### src/rtl/tmr16_pkg.sv
package tmr16_pkg;
   localparam int unsigned REG_W     = 8;
   localparam int unsigned DIV_SEL_W = 2;

   typedef enum logic [1:0] {
      ADDR_CTRL   = 2'd0,
      ADDR_CNT_LO = 2'd1,
      ADDR_CNT_HI = 2'd2,
      ADDR_FLAG   = 2'd3
   } addr_e;

   typedef struct packed {
      logic                 wide;
      logic                 route_hi;
      logic [DIV_SEL_W-1:0] div_sel;
      logic                 route_lo;
      logic                 sync_off;
      logic                 src_ext;
      logic                 run;
   } ctrl_t;
endpackage

### src/rtl/tmr16_ctrl_reg.sv
module tmr16_ctrl_reg
   import tmr16_pkg::*;
(
   input  logic             clk,
   input  logic             rst_n,
   input  logic             wr_en,
   input  logic [REG_W-1:0] wdata,
   output ctrl_t            ctrl_q,
   output logic             unit1_self,
   output logic             unit2_self
);
   always_ff @(posedge clk or negedge rst_n) begin
      if (!rst_n) begin
         ctrl_q <= '0;
      end else if (wr_en) begin
         ctrl_q <= ctrl_t'(wdata);
      end
   end

   // Route decode: the upper bit claims both units, the lower bit claims unit 2 only.
   always_comb begin
      unit1_self = ctrl_q.route_hi;
      unit2_self = ctrl_q.route_hi | ctrl_q.route_lo;
   end
endmodule

### src/rtl/tmr16_ext_edge.sv
module tmr16_ext_edge #(
   parameter int unsigned SYNC_STAGES = 2
) (
   input  logic clk,
   input  logic rst_n,
   input  logic ext_in,
   input  logic bypass,
   input  logic active,
   output logic rise_evt
);
   logic [SYNC_STAGES-1:0] chain_q;
   logic                   sel;
   logic                   prev_q;
   logic                   armed_q;

   if (SYNC_STAGES == 1) begin : g_single
      always_ff @(posedge clk or negedge rst_n) begin
         if (!rst_n) chain_q <= '0;
         else        chain_q <= ext_in;
      end
   end else begin : g_chain
      always_ff @(posedge clk or negedge rst_n) begin
         if (!rst_n) chain_q <= '0;
         else        chain_q <= {chain_q[SYNC_STAGES-2:0], ext_in};
      end
   end

   assign sel = bypass ? ext_in : chain_q[SYNC_STAGES-1];

   always_ff @(posedge clk or negedge rst_n) begin
      if (!rst_n) begin
         prev_q  <= 1'b0;
         armed_q <= 1'b0;
      end else begin
         prev_q <= sel;
         if (!active)
            armed_q <= 1'b0;
         else if (prev_q && !sel)
            armed_q <= 1'b1;
      end
   end

   assign rise_evt = active & armed_q & sel & ~prev_q;
endmodule

### src/rtl/tmr16_prescaler.sv
module tmr16_prescaler #(
   parameter int unsigned SEL_W = 2
) (
   input  logic             clk,
   input  logic             rst_n,
   input  logic             evt_in,
   input  logic             clr,
   input  logic [SEL_W-1:0] div_sel,
   output logic             inc
);
   localparam int unsigned PC_W = (1 << SEL_W) - 1;
   typedef logic [PC_W-1:0] pc_t;

   pc_t  cnt_q;
   pc_t  limit;
   logic at_limit;

   assign limit    = pc_t'((1 << div_sel) - 1);
   assign at_limit = (cnt_q >= limit);
   assign inc      = evt_in & at_limit;

   always_ff @(posedge clk or negedge rst_n) begin
      if (!rst_n)
         cnt_q <= '0;
      else if (clr)
         cnt_q <= '0;
      else if (evt_in)
         cnt_q <= at_limit ? '0 : cnt_q + 1'b1;
   end
endmodule

### src/rtl/tmr16_count_core.sv
module tmr16_count_core #(
   parameter int unsigned CNT_W  = 16,
   parameter int unsigned BYTE_W = 8
) (
   input  logic              clk,
   input  logic              rst_n,
   input  logic              wide,
   input  logic              wr_lo,
   input  logic              wr_hi,
   input  logic              rd_lo,
   input  logic [BYTE_W-1:0] wdata,
   input  logic              clr,
   input  logic              inc,
   input  logic              flag_clr,
   output logic              cnt_wr,
   output logic [CNT_W-1:0]  cnt_q,
   output logic [BYTE_W-1:0] hi_buf_q,
   output logic              flag_q
);
   logic wrap;

   assign cnt_wr = wr_lo | (wr_hi & ~wide);
   assign wrap   = inc & ~cnt_wr & ~clr & (cnt_q == '1);

   always_ff @(posedge clk or negedge rst_n) begin
      if (!rst_n) begin
         cnt_q <= '0;
      end else if (wr_lo) begin
         if (wide) cnt_q <= {hi_buf_q, wdata};
         else      cnt_q[BYTE_W-1:0] <= wdata;
      end else if (wr_hi && !wide) begin
         cnt_q[CNT_W-1:BYTE_W] <= wdata;
      end else if (clr) begin
         cnt_q <= '0;
      end else if (inc) begin
         cnt_q <= cnt_q + 1'b1;
      end
   end

   always_ff @(posedge clk or negedge rst_n) begin
      if (!rst_n)
         hi_buf_q <= '0;
      else if (wide && wr_hi)
         hi_buf_q <= wdata;
      else if (wide && rd_lo)
         hi_buf_q <= cnt_q[CNT_W-1:BYTE_W];
   end

   always_ff @(posedge clk or negedge rst_n) begin
      if (!rst_n)        flag_q <= 1'b0;
      else if (wrap)     flag_q <= 1'b1;
      else if (flag_clr) flag_q <= 1'b0;
   end
endmodule

### src/rtl/tmr16_buffered.sv
module tmr16_buffered
   import tmr16_pkg::*;
#(
   parameter int unsigned CNT_W       = 16,
   parameter int unsigned SYNC_STAGES = 2
) (
   input  logic             clk,
   input  logic             rst_n,
   input  logic             bus_wr,
   input  logic             bus_rd,
   input  logic [1:0]       bus_addr,
   input  logic [REG_W-1:0] bus_wdata,
   output logic [REG_W-1:0] bus_rdata,
   input  logic             tick_in,
   input  logic             ext_clk,
   input  logic             evt_clear,
   output logic [CNT_W-1:0] count_out,
   output logic             irq_flag,
   output logic             unit1_self,
   output logic             unit2_self
);
   localparam int unsigned BYTE_W = REG_W;

   if (CNT_W != 2 * BYTE_W) begin : g_bad_width
      $error("tmr16_buffered: CNT_W must be twice the register width");
   end
   if (SYNC_STAGES < 1) begin : g_bad_sync
      $error("tmr16_buffered: SYNC_STAGES must be at least 1");
   end

   addr_e             addr;
   ctrl_t             ctrl_q;
   logic              wr_ctrl, wr_lo, wr_hi, rd_lo, flag_clr;
   logic              ext_evt, src_evt, inc, cnt_wr, psc_clr, run_q;
   logic [BYTE_W-1:0] hi_buf_q;

   assign addr     = addr_e'(bus_addr);
   assign wr_ctrl  = bus_wr && (addr == ADDR_CTRL);
   assign wr_lo    = bus_wr && (addr == ADDR_CNT_LO);
   assign wr_hi    = bus_wr && (addr == ADDR_CNT_HI);
   assign rd_lo    = bus_rd && (addr == ADDR_CNT_LO);
   assign flag_clr = bus_wr && (addr == ADDR_FLAG) && (bus_wdata == '0);
   assign run_q    = ctrl_q.run;

   tmr16_ctrl_reg ctrl_i (
      .clk        (clk),
      .rst_n      (rst_n),
      .wr_en      (wr_ctrl),
      .wdata      (bus_wdata),
      .ctrl_q     (ctrl_q),
      .unit1_self (unit1_self),
      .unit2_self (unit2_self)
   );

   tmr16_ext_edge #(.SYNC_STAGES(SYNC_STAGES)) edge_i (
      .clk      (clk),
      .rst_n    (rst_n),
      .ext_in   (ext_clk),
      .bypass   (ctrl_q.sync_off),
      .active   (ctrl_q.run & ctrl_q.src_ext),
      .rise_evt (ext_evt)
   );

   assign src_evt = ctrl_q.run & (ctrl_q.src_ext ? ext_evt : tick_in);
   assign psc_clr = cnt_wr | evt_clear;

   tmr16_prescaler #(.SEL_W(DIV_SEL_W)) psc_i (
      .clk     (clk),
      .rst_n   (rst_n),
      .evt_in  (src_evt),
      .clr     (psc_clr),
      .div_sel (ctrl_q.div_sel),
      .inc     (inc)
   );

   tmr16_count_core #(.CNT_W(CNT_W), .BYTE_W(BYTE_W)) core_i (
      .clk      (clk),
      .rst_n    (rst_n),
      .wide     (ctrl_q.wide),
      .wr_lo    (wr_lo),
      .wr_hi    (wr_hi),
      .rd_lo    (rd_lo),
      .wdata    (bus_wdata),
      .clr      (evt_clear),
      .inc      (inc),
      .flag_clr (flag_clr),
      .cnt_wr   (cnt_wr),
      .cnt_q    (count_out),
      .hi_buf_q (hi_buf_q),
      .flag_q   (irq_flag)
   );

   always_comb begin
      unique case (addr)
         ADDR_CTRL:   bus_rdata = ctrl_q;
         ADDR_CNT_LO: bus_rdata = count_out[BYTE_W-1:0];
         ADDR_CNT_HI: bus_rdata = ctrl_q.wide ? hi_buf_q : count_out[CNT_W-1:BYTE_W];
         default:     bus_rdata = {{(BYTE_W-1){1'b0}}, irq_flag};
      endcase
   end
endmodule

### config.mk
export PLATFORM = sky130hd
export DESIGN_NAME = tmr16_buffered
export DESIGN_NICKNAME = d
export VERILOG_FILES = /design/src/rtl/tmr16_pkg.sv /design/src/rtl/tmr16_ctrl_reg.sv /design/src/rtl/tmr16_ext_edge.sv /design/src/rtl/tmr16_prescaler.sv /design/src/rtl/tmr16_count_core.sv /design/src/rtl/tmr16_buffered.sv
export SDC_FILE = /design/constraint.sdc
export NUM_CORES = 1
export LEC_CHECK = 0
export ABC_AREA = 1
export CAP_MARGIN = 20
export CORE_ASPECT_RATIO = 1.2
export CORE_MARGIN = 2
export CORE_UTILIZATION = 54
export CTS_CLUSTER_SIZE = 8
export DETAILED_ROUTE_END_ITERATION = 12
export MAX_ROUTING_LAYER = met4
export PLACE_DENSITY_LB_ADDON = 0.15
export SYNTH_ARGS = -nofsm -noshare
export SYNTH_HDL_FRONTEND = slang
export SYNTH_HIERARCHICAL = 1
export SYNTH_SLANG_ARGS = --single-unit
### constraint.sdc
create_clock -name clk -period 2.1 [get_ports clk]
set_clock_uncertainty 0.05 [all_clocks]
set_input_delay 0.42 -clock clk [delete_from_list [all_inputs] [get_ports clk]]
set_output_delay 0.42 -clock clk [all_outputs]
set_load 0.005 [all_outputs]
==> impl_metrics.py, run 1 <==
metrics = {
    "drt": {
        "drtPass1Iterations": 6,
        "drt_iter0_drc": 217,
        "drc": 0,
        "vias_per_cell": 5.332,
        "vias": 3050,
        "ant_nets": 0,
        "wire_per_inst_um": 15.00,
        "finalWirelength_um": 8578,
    },
    "timing": {
        "final-setup-viol-count": 0,
        "max_slew_margin": 0.7605,
        "hold_viol_final": 0,
        "setup_tns_ps": 0,
        "finalCriticalPeriod_ps": 2063,
        "finalCritPeriodShare": 0.9822,
        "fmax_mhz": 484.8,
        "tightestPinTransition_ps": 357.9,
        "slew_viol_final": 0,
    },
    "setup_path": {
        "crit_arrival_ps": 1590,
        "crit_path_top_delay_cell": "clkdlybuf4s50_1",
        "critPathMaxStageDelay_ps": 500,
        "endpoint_kind": "primary output",
        "crit_fanout": 6,
        "cp-start-kind": "input pin",
        "path_cells": "clkdlybuf4s15_2 > buf_4 > nor2_8 > nand2_1 > nand3_1 > clkdlybuf4s50_1",
        "cpLargestDelayFamily": "buffers and inverters",
        "cp.required_ps": 1630,
        "critPathKind": "input pin to primary output",
        "path_buf_inv": 3,
    },
    "global_route": {
        "grt_pass1_wl_um": 13520,
        "grt_start_max_net_pins": 36,
        "antenna_found_initial": 0,
        "globalRouteTotalUtil": 0.3001,
        "grt_pass1_vias": 2810,
        "grt.overflow.total": 0,
    },
    "placed_design": {
        "gp_congestion": 0.9676,
        "numPortBuffers": 43,
        "dp_hpwl_um": 6724,
    },
    "finish": {
        "area.sequential_um2": 1001,
        "area_growth_pct": 32.09,
        "nNetsFinal": 533,
        "nFillCells": 430,
        "drive_above_1_share": 0.1855,
        "final_common_cell": "nand2_1",
        "final_cell_mix": "nand2_1, inv_1, nor2_1",
        "multi_input_area_um2": 1563,
        "diodes": 0,
        "final_core_util": 0.7515,
    },
    "logic_synthesis": {
        "ys_types": 35,
        "ys_seq_elements": 40,
        "synth_fp_nets": 445,
        "synthFlopType": "dfrtp_1",
        "yosysSeqAreaShare": 0.3512,
        "synth-edff-count": 0,
        "async_reset_ff_frac": 1.000,
        "yosysWarnings": 6,
        "syn_area_per_cell_um2": 6.738,
        "synthCells": 423,
        "syn_area_um2": 2850,
    },
    "outcome": {
        "status": "finished, final reports clean",
    },
    "power": {
        "power.total_mw": 2.826,
        "p_leak_nw": 1.947,
        "cellPowerDensity_nw_per_um2": 750.7,
        "ir_drop_v": 0.0004022,
    },
    "cts": {
        "cts_tree": "done",
        "cts-root-buf": "clkbuf_8",
        "clock-sinks": 40,
        "h-tree-depth": 2,
        "clock_path_buffers": 2,
        "clk-insertion-delay-late_ps": 300,
        "clkTransAtPathRegs_ps": 70,
        "cts_buffers": 5,
    },
    "die": {
        "start_util": 0.5689,
        "die_w_um": 70.32,
        "die_h_um": 83.59,
        "core_um2": 5010,
        "dieArea_um2": 5878,
        "std_cell_rows": 28,
        "io_pins": 44,
    },
    "worst_hold_path": {
        "min_path_type": "flip-flop to flip-flop",
    },
    "run": {
        "drv_cap": 0,
    },
}
-- per-layer routing --
metal,GRT usage,up-vias,part of all wire
li1,-,1527,-
met3,0.03744,24,0.064
met2,0.4983,116,0.49
met4,0.09266,0,0.031
met5,-,-,0
met1,0.3804,1383,0.42
-- flip-flops by register name, indices dropped and copies added, names as in the netlist --
signal	cells
psc_i/cnt_q	3
core_i/cnt_q	16
edge_i/chain_q	2
core_i/flag_q	1
ctrl_i/ctrl_q	7
edge_i/armed_q	1
core_i/hi_buf_q	8
edge_i/prev_q	1
ctrl_i/unit1_self	1
-- area by class of cell --
class | count | area share
Tap cell | 60 | 0.01994
Timing Repair Buffer | 91 | 0.2144
Inverter | 59 | 0.06015
Sequential cell | 40 | 0.2659
Clock buffer | 6 | 0.02193
Multi-Input combinational cell | 314 | 0.4151
Clock inverter | 2 | 0.002659
-- worst register-to-register path, cell delays in order (launching register included) --
cell and delay (ps):
dfrtp_1 390, or2_1 220, ha_1 290, inv_2 30, nand2_1 50, nand2_1 100
a21oi_2 150, inv_2 80, nand2_4 70, nand2_4 80, inv_1 180, nor2_1 60
a21oi_1 140
-- path summary, 6_finish.rpt --
| check | slack [ps] | depth (start not counted) | start | to |
|---|---|---|---|---|
| worst min-delay path | 310 | 0 | edge_i/chain_q[0] | edge_i/chain_q[1] |
| worst max register to register | 150 | 12 | ctrl_i/ctrl_q[4] | core_i/cnt_q[11] |
| min in group asynchronous | 440 | 2 | rst_n | edge_i/chain_q[1] |
| worst max-delay path | 40 | 6 | bus_addr[0] | bus_rdata[6] |
| worst min register to register | 310 | 0 | edge_i/chain_q[0] | edge_i/chain_q[1] |
| max in group asynchronous | 1130 | 3 | rst_n | ctrl_i/unit1_self |
-- power breakdown --
| part | internal (mW) | total (mW) | switching (mW) | leakage [nW] |
|---|---|---|---|---|
| Clock | 0.262 | 0.541 | 0.278 | 0.0510 |
| Sequential | 0.940 | 1.11 | 0.171 | 0.489 |
| Combinational | 0.555 | 1.17 | 0.619 | 1.41 |
-- synth_stat cells (3+ instances only) --
cell type | count | area share
a22oi_1 | 4 | 0.011
ha_1 | 5 | 0.022
nor3_1 | 4 | 0.0070
buf_2 | 3 | 0.0053
inv_1 | 52 | 0.068
nor2_8 | 4 | 0.028
a21oi_1 | 19 | 0.033
o21ai_0 | 28 | 0.049
o22ai_1 | 7 | 0.015
nor2_1 | 46 | 0.061
or2_2 | 3 | 0.0066
dfrtp_1 | 40 | 0.35
inv_2 | 6 | 0.0079
nand3_2 | 3 | 0.011
nand3_1 | 37 | 0.065
nand2_1 | 133 | 0.18
-- repair_timing --
action | 4_1_cts | 5_1_grt
gates cloned | 0 | 0
gates resized for setup | 15 | 9
endpoints found under the setup margin | 17 | 21
hold endpoints to repair | 5 | 0
hold buffers | 1 | 0
pin swaps | 1 | 1
buffers inserted | 1 | 5
-- cells by family after synthesis --
logic type,share of synthesized area
simple gates,0.3876
buf+inv,0.1067
compound gates,0.1326
flops,0.3512
fa+ha+maj,0.02195
-- through the flow --
step	instance area [µm²]	instances	hold slack, ps	setup WS (ps)
2_1_floorplan	2863	423	74.41	17.49
3_3_place_gp	3593	557	204.5	-387.6
3_5_place_dp	3593	557	206.5	-441.4
4_1_cts	3710	567	315.6	0.04496
5_1_grt	3765	572	320.0	-3.102
6_report	3765	572	308.1	37.39
No activity file was read; power rests on OpenSTA's default activity.
==> inputs of run 2 (changes only) <==
==> constraint.sdc (replaced) <==
create_clock -name clk -period 2.1 [get_ports clk]
set_clock_uncertainty 0.05 [all_clocks]
set_input_delay 0.42 -clock clk [delete_from_list [all_inputs] [get_ports clk]]
set_output_delay 0.42 -clock clk [all_outputs]
set_load 0.02 [all_outputs]
==> impl_metrics.py, run 2 (synthesis results as in run 1) <==
metrics = {
    "drt": {
        "vias_per_cell": 5.376,
        "finalWirelength_um": 8526,
        "vias": 3086,
        "drc": 0,
        "ant_nets": 0,
        "drt_iter0_drc": 208,
        "drtPass1Iterations": 5,
        "wire_per_inst_um": 14.85,
    },
    "setup_path": {
        "cp.required_ps": 2270,
        "reg2reg_slack_ps": 90,
        "endpoint_kind": "flip-flop",
        "critPathKind": "input pin to flip-flop",
        "crit_fanout": 12,
        "worst-r2r-cell-count": 14,
        "rr_startpoint": "ctrl_i/ctrl_q[4]",
        "r2r-end": "core_i/cnt_q[14]",
        "crit_arrival_ps": 2180,
        "cp-start-kind": "input pin",
    },
    "finish": {
        "reg_top3": "core_i/cnt_q (16), core_i/hi_buf_q (8), ctrl_i/ctrl_q (7)",
        "nFillCells": 388,
        "drive_above_1_share": 0.2023,
        "largest_reg_flops": 16,
        "diodes": 0,
        "final_cell_mix": "nand2_1, inv_1, buf_4",
        "final_core_util": 0.7612,
        "nNetsFinal": 535,
        "final_common_cell": "nand2_1",
        "area_growth_pct": 33.80,
        "instances_no_fill": 574,
        "largest_register": "core_i/cnt_q",
    },
    "run": {
        "drv_cap": 0,
    },
    "global_route": {
        "grt.overflow.total": 0,
        "antenna_found_initial": 0,
        "grt_pass1_wl_um": 14300,
        "grt_pass1_vias": 3071,
        "globalRouteTotalUtil": 0.3136,
        "grt_start_max_net_pins": 22,
    },
    "timing": {
        "finalCritPeriodShare": 0.9587,
        "tightestPinTransition_ps": 548.4,
        "final-setup-viol-count": 0,
        "max_slew_margin": 0.6344,
        "slew_viol_final": 0,
        "fmax_mhz": 496.7,
        "finalWorstSetupSlack_ps": 86.78,
        "grt_setup_unrepaired": "true",
        "hold_viol_final": 0,
        "finalCriticalPeriod_ps": 2013,
        "whs_ps": 55.21,
    },
    "die": {
        "start_util": 0.5689,
        "core_um2": 5010,
        "io_pins": 44,
        "die_w_um": 70.32,
        "dieArea_um2": 5878,
        "std_cell_rows": 28,
        "die_h_um": 83.59,
    },
    "cts": {
        "cts-root-buf": "clkbuf_8",
        "clock_path_buffers": 2,
        "clkTransAtPathRegs_ps": 70,
        "h-tree-depth": 2,
        "cts_buffers": 5,
        "clock-sinks": 40,
        "clk-insertion-delay-late_ps": 290,
        "cts_hold_buf": 0,
        "cts_tree": "done",
    },
    "power": {
        "power.total_mw": 2.983,
        "p_leak_nw": 1.932,
        "cellPowerDensity_nw_per_um2": 782.1,
        "ir_drop_v": 0.0004714,
    },
    "outcome": {
        "status": "finished, final reports clean",
    },
    "placed_design": {
        "numPortBuffers": 43,
        "place_inst": 564,
        "dp_slack_ps": -456.2,
        "dp_hpwl_um": 6836,
        "gp_congestion": 0.9110,
    },
    "worst_hold_path": {
        "min_path_type": "input pin to asynchronous set/reset pin",
    },
}
run 2: cell types whose count changed in the layout (fill, tap and decap cells not counted), sizes merged:
| cell | before | now |
|---|---|---|
| buf | 49 | 53 |
| clkdlybuf4s15 | 1 | 4 |
| dlymetal6s2s | 3 | 1 |
| clkinv | 2 | 0 |
| clkbuf | 6 | 8 |
| dlygate4sd3 | 1 | 0 |
| clkdlybuf4s50 | 33 | 31 |
run 2: layout make-up:
class / count / area, µm² / share of cell area
inverters: 59 / 226.5 / 0.05938
flip-flops and latches: 40 / 1001 / 0.2625
repair buffers: 93 / 823.3 / 0.2159
well taps: 60 / 75.07 / 0.01969
multi-input cells: 314 / 1598 / 0.4190
clock buffers: 8 / 90.09 / 0.02362
run 2: report_power, final:
| group | switching (mW) | internal [mW] |
|---|---|---|
| Clock | 0.264 | 0.268 |
| Sequential | 0.158 | 0.940 |
| Combinational | 0.777 | 0.575 |
| Total | 1.20 | 1.78 |
run 2: how the worst max path moves through the flow:
| stage | from | to | slack, ps | cells after the start |
|---|---|---|---|---|
| 2_1_floorplan | bus_addr[0] | psc_i/cnt_q[2] | 20 | 13 |
| 3_3_place_gp | bus_addr[1] | core_i/cnt_q[4] | -430 | 10 |
| 3_5_place_dp | bus_addr[1] | core_i/cnt_q[4] | -460 | 10 |
| 4_1_cts | ext_clk | core_i/cnt_q[10] | 2 | 15 |
| 5_1_grt | ctrl_i/ctrl_q[4] | core_i/cnt_q[12] | -20 | 13 |
| 6_report | bus_wr | core_i/cnt_q[10] | 90 | 10 |
run 2: metrics by stage:
step	TNS, ps	instance area [µm²]
after floorplan	0	2863
after global placement	-11930	3659
after detailed placement	-13190	3659
after CTS	0	3750
after global routing	-28.52	3814
final	0	3814
run 2: layer usage:
layer	vias to the layer above	global-route usage	wire [µm]
li1	1525	-	-
met1	1401	0.3823	3476
met2	125	0.5060	4096
met3	35	0.05435	558
met4	0	0.1399	395
met5	-	-	0
run 2: critical path, cell delays in order:
cell             delay (ps)
clkdlybuf4s50_1         500
inv_1                    70
buf_4                   130
nor2_1                  100
buf_4                   180
inv_4                    50
buf_4                   160
o21ai_0                 340
nor2_4                   70
a21oi_2                 150
run 2: timing repair:
action                     in CTS  in global routing
gates resized for setup        27                 14
setup endpoints to repair      27                 17
buffers inserted                0                  2
pin swaps                       0                  4
==> inputs of run 3 (changes only) <==
- CORE_MARGIN: 2 -> not set
==> impl_metrics.py, run 3 (synthesis results as in run 1) <==
metrics = {
    "cts": {
        "clk-insertion-delay-late_ps": 300,
        "cts_tree": "done",
        "clock_path_buffers": 2,
        "cts-root-buf": "clkbuf_8",
        "h-tree-depth": 2,
        "post_cts_buffers": 0,
        "clkTransAtPathRegs_ps": 70,
        "cts_hold_buf": 0,
        "clock-sinks": 40,
        "cts_buffers": 5,
    },
    "drt": {
        "vias_per_cell": 5.418,
        "drc": 0,
        "finalWirelength_um": 8394,
        "ant_nets": 0,
        "vias": 3083,
        "drtPass1Iterations": 8,
        "wire_per_inst_um": 14.75,
        "drt_iter0_drc": 245,
    },
    "die": {
        "io_pins": 44,
        "start_util": 0.5689,
        "core_um2": 5010,
        "die_h_um": 81.59,
        "die_w_um": 68.32,
        "std_cell_rows": 28,
        "dieArea_um2": 5574,
    },
    "timing": {
        "finalCritPeriodShare": 0.9592,
        "final-setup-viol-count": 0,
        "slew_viol_final": 0,
        "max_slew_margin": 0.7004,
        "fmax_mhz": 496.4,
        "hold_viol_final": 0,
        "tightestPinTransition_ps": 449.5,
        "finalCriticalPeriod_ps": 2014,
    },
    "setup_path": {
        "crit_path_top_delay_cell": "dfrtp_1",
        "critPathKind": "flip-flop to flip-flop",
        "cp.required_ps": 2250,
        "reg2reg_slack_ps": 90,
        "path_cells": "or2_1 > ha_1 > inv_2 > nand2_2 > nand2_4 > a21oi_2 > inv_2 > buf_6 > nand2_8 > nand2_8 > nor2_4 > nand3_2 > nand2_1 > inv_1",
        "endpoint_kind": "flip-flop",
        "critPathMaxStageDelay_ps": 390,
        "endpoint": "core_i/cnt_q[14]",
        "rr_startpoint": "ctrl_i/ctrl_q[4]",
        "crit_arrival_ps": 2160,
        "r2r-end": "core_i/cnt_q[14]",
        "worst-r2r-cell-count": 14,
        "startpoint": "ctrl_i/ctrl_q[4]",
        "crit_fanout": 6,
        "cp-start-kind": "flip-flop",
    },
    "run": {
        "drv_cap": 0,
    },
    "finish": {
        "reg_top3": "core_i/cnt_q (16), core_i/hi_buf_q (8), ctrl_i/ctrl_q (7)",
        "final_common_cell": "nand2_1",
        "diodes": 0,
        "finalInstanceArea_um2": 3790,
        "area_growth_pct": 32.97,
        "nNetsFinal": 531,
        "largest_reg_flops": 16,
        "largest_register": "core_i/cnt_q",
        "final_cell_mix": "nand2_1, inv_1, nor2_1",
        "drive_above_1_share": 0.1965,
    },
    "global_route": {
        "grt_pass1_vias": 2894,
        "grt_pass1_wl_um": 13050,
        "grt.overflow.total": 0,
        "gr-usage-met2": 0.5402,
        "grt_busiest_layer": "met2",
        "met1_usage": 0.3833,
        "grt_start_max_net_pins": 24,
        "antenna_found_initial": 0,
        "met3_usage": 0.04167,
        "globalRouteTotalUtil": 0.3290,
    },
    "power": {
        "power.total_mw": 2.923,
        "ir_drop_v": 0.0004724,
        "p_leak_nw": 1.905,
        "cellPowerDensity_nw_per_um2": 771.3,
    },
    "outcome": {
        "status": "finished, final reports clean",
    },
    "worst_hold_path": {
        "min_path_type": "input pin to asynchronous set/reset pin",
    },
    "placed_design": {
        "gp_congestion": 0.9311,
        "numPortBuffers": 43,
        "dp_hpwl_um": 6642,
        "place_area_um2": 3636,
    },
}
-- run 3: changes by cell type in the layout (fill, tap and decap cells not counted), sizes merged --
| cell | before | now |
|---|---|---|
| clkinv | 0 | 1 |
| nand2 | 137 | 138 |
| buf | 53 | 46 |
| clkbuf | 8 | 6 |
| clkdlybuf4s15 | 4 | 8 |
| dlygate4sd2 | 4 | 2 |
-- run 3: cell type report --
type / count / area [µm²]
clock inverter: 1 / 5.005
inverter: 59 / 229.0
multi-input combinational: 315 / 1602
fill: 399 / 1220
tap: 60 / 75.07
sequential: 40 / 1001
clock buffer: 6 / 72.57
timing repair buffer: 88 / 805.8
-- run 3: how the worst min path moves through the flow --
stage	startpoint	end	slack (ps)	cells past startpoint
floorplan	rst_n	core_i/cnt_q[0]	70	0
global placement	edge_i/chain_q[0]	edge_i/chain_q[1]	290	0
detailed placement	edge_i/chain_q[0]	edge_i/chain_q[1]	310	0
CTS	rst_n	edge_i/armed_q	30	1
global route	rst_n	edge_i/armed_q	40	1
finish	rst_n	edge_i/chain_q[1]	8	1
-- run 3: metal layers --
metal | share of wire | wire (µm)
met4 | 0.044 | 370
met3 | 0.049 | 409
met1 | 0.42 | 3505
met5 | 0 | 0
met2 | 0.49 | 4108
-- run 3: per-stage QoR --
| stage | instances | setup slack (ps) | utilization | setup TNS, ps | hold WS [ps] |
|---|---|---|---|---|---|
| 6_report | 569 | 85.60 | 0.7565 | 0 | 7.923 |
| 5_1_grt | 569 | -14.70 | 0.7565 | -42.74 | 42.71 |
| 4_1_cts | 568 | 0.1914 | 0.7475 | 0 | 25.37 |
| 3_5_place_dp | 561 | -427.7 | 0.7258 | -11760 | 307.6 |
| 3_3_place_gp | 561 | -417.8 | 0.7258 | -11080 | 287.5 |
| 2_1_floorplan | 423 | 17.49 | - | 0 | 74.41 |
-- run 3: critical path: cells and delay by family (launching register included) --
family	cells	cell delay (ps)
DFF	1	390
and+or+nand+nor	8	750
AOI/OAI and AO/OA	1	150
buffers and inverters	4	270
adders and majority gates	1	290
-- run 3: power by group --
part           internal, mW  total (mW)  switching, mW
sequential            0.941        1.10          0.157
combinational         0.566        1.34          0.772
clock                 0.226       0.487          0.261
-- run 3: timing repair --
action                     4_1_cts  5_1_grt
pin swaps                        1        8
setup endpoints to repair       27       16
gates cloned                     0        1
resized for setup               33       11
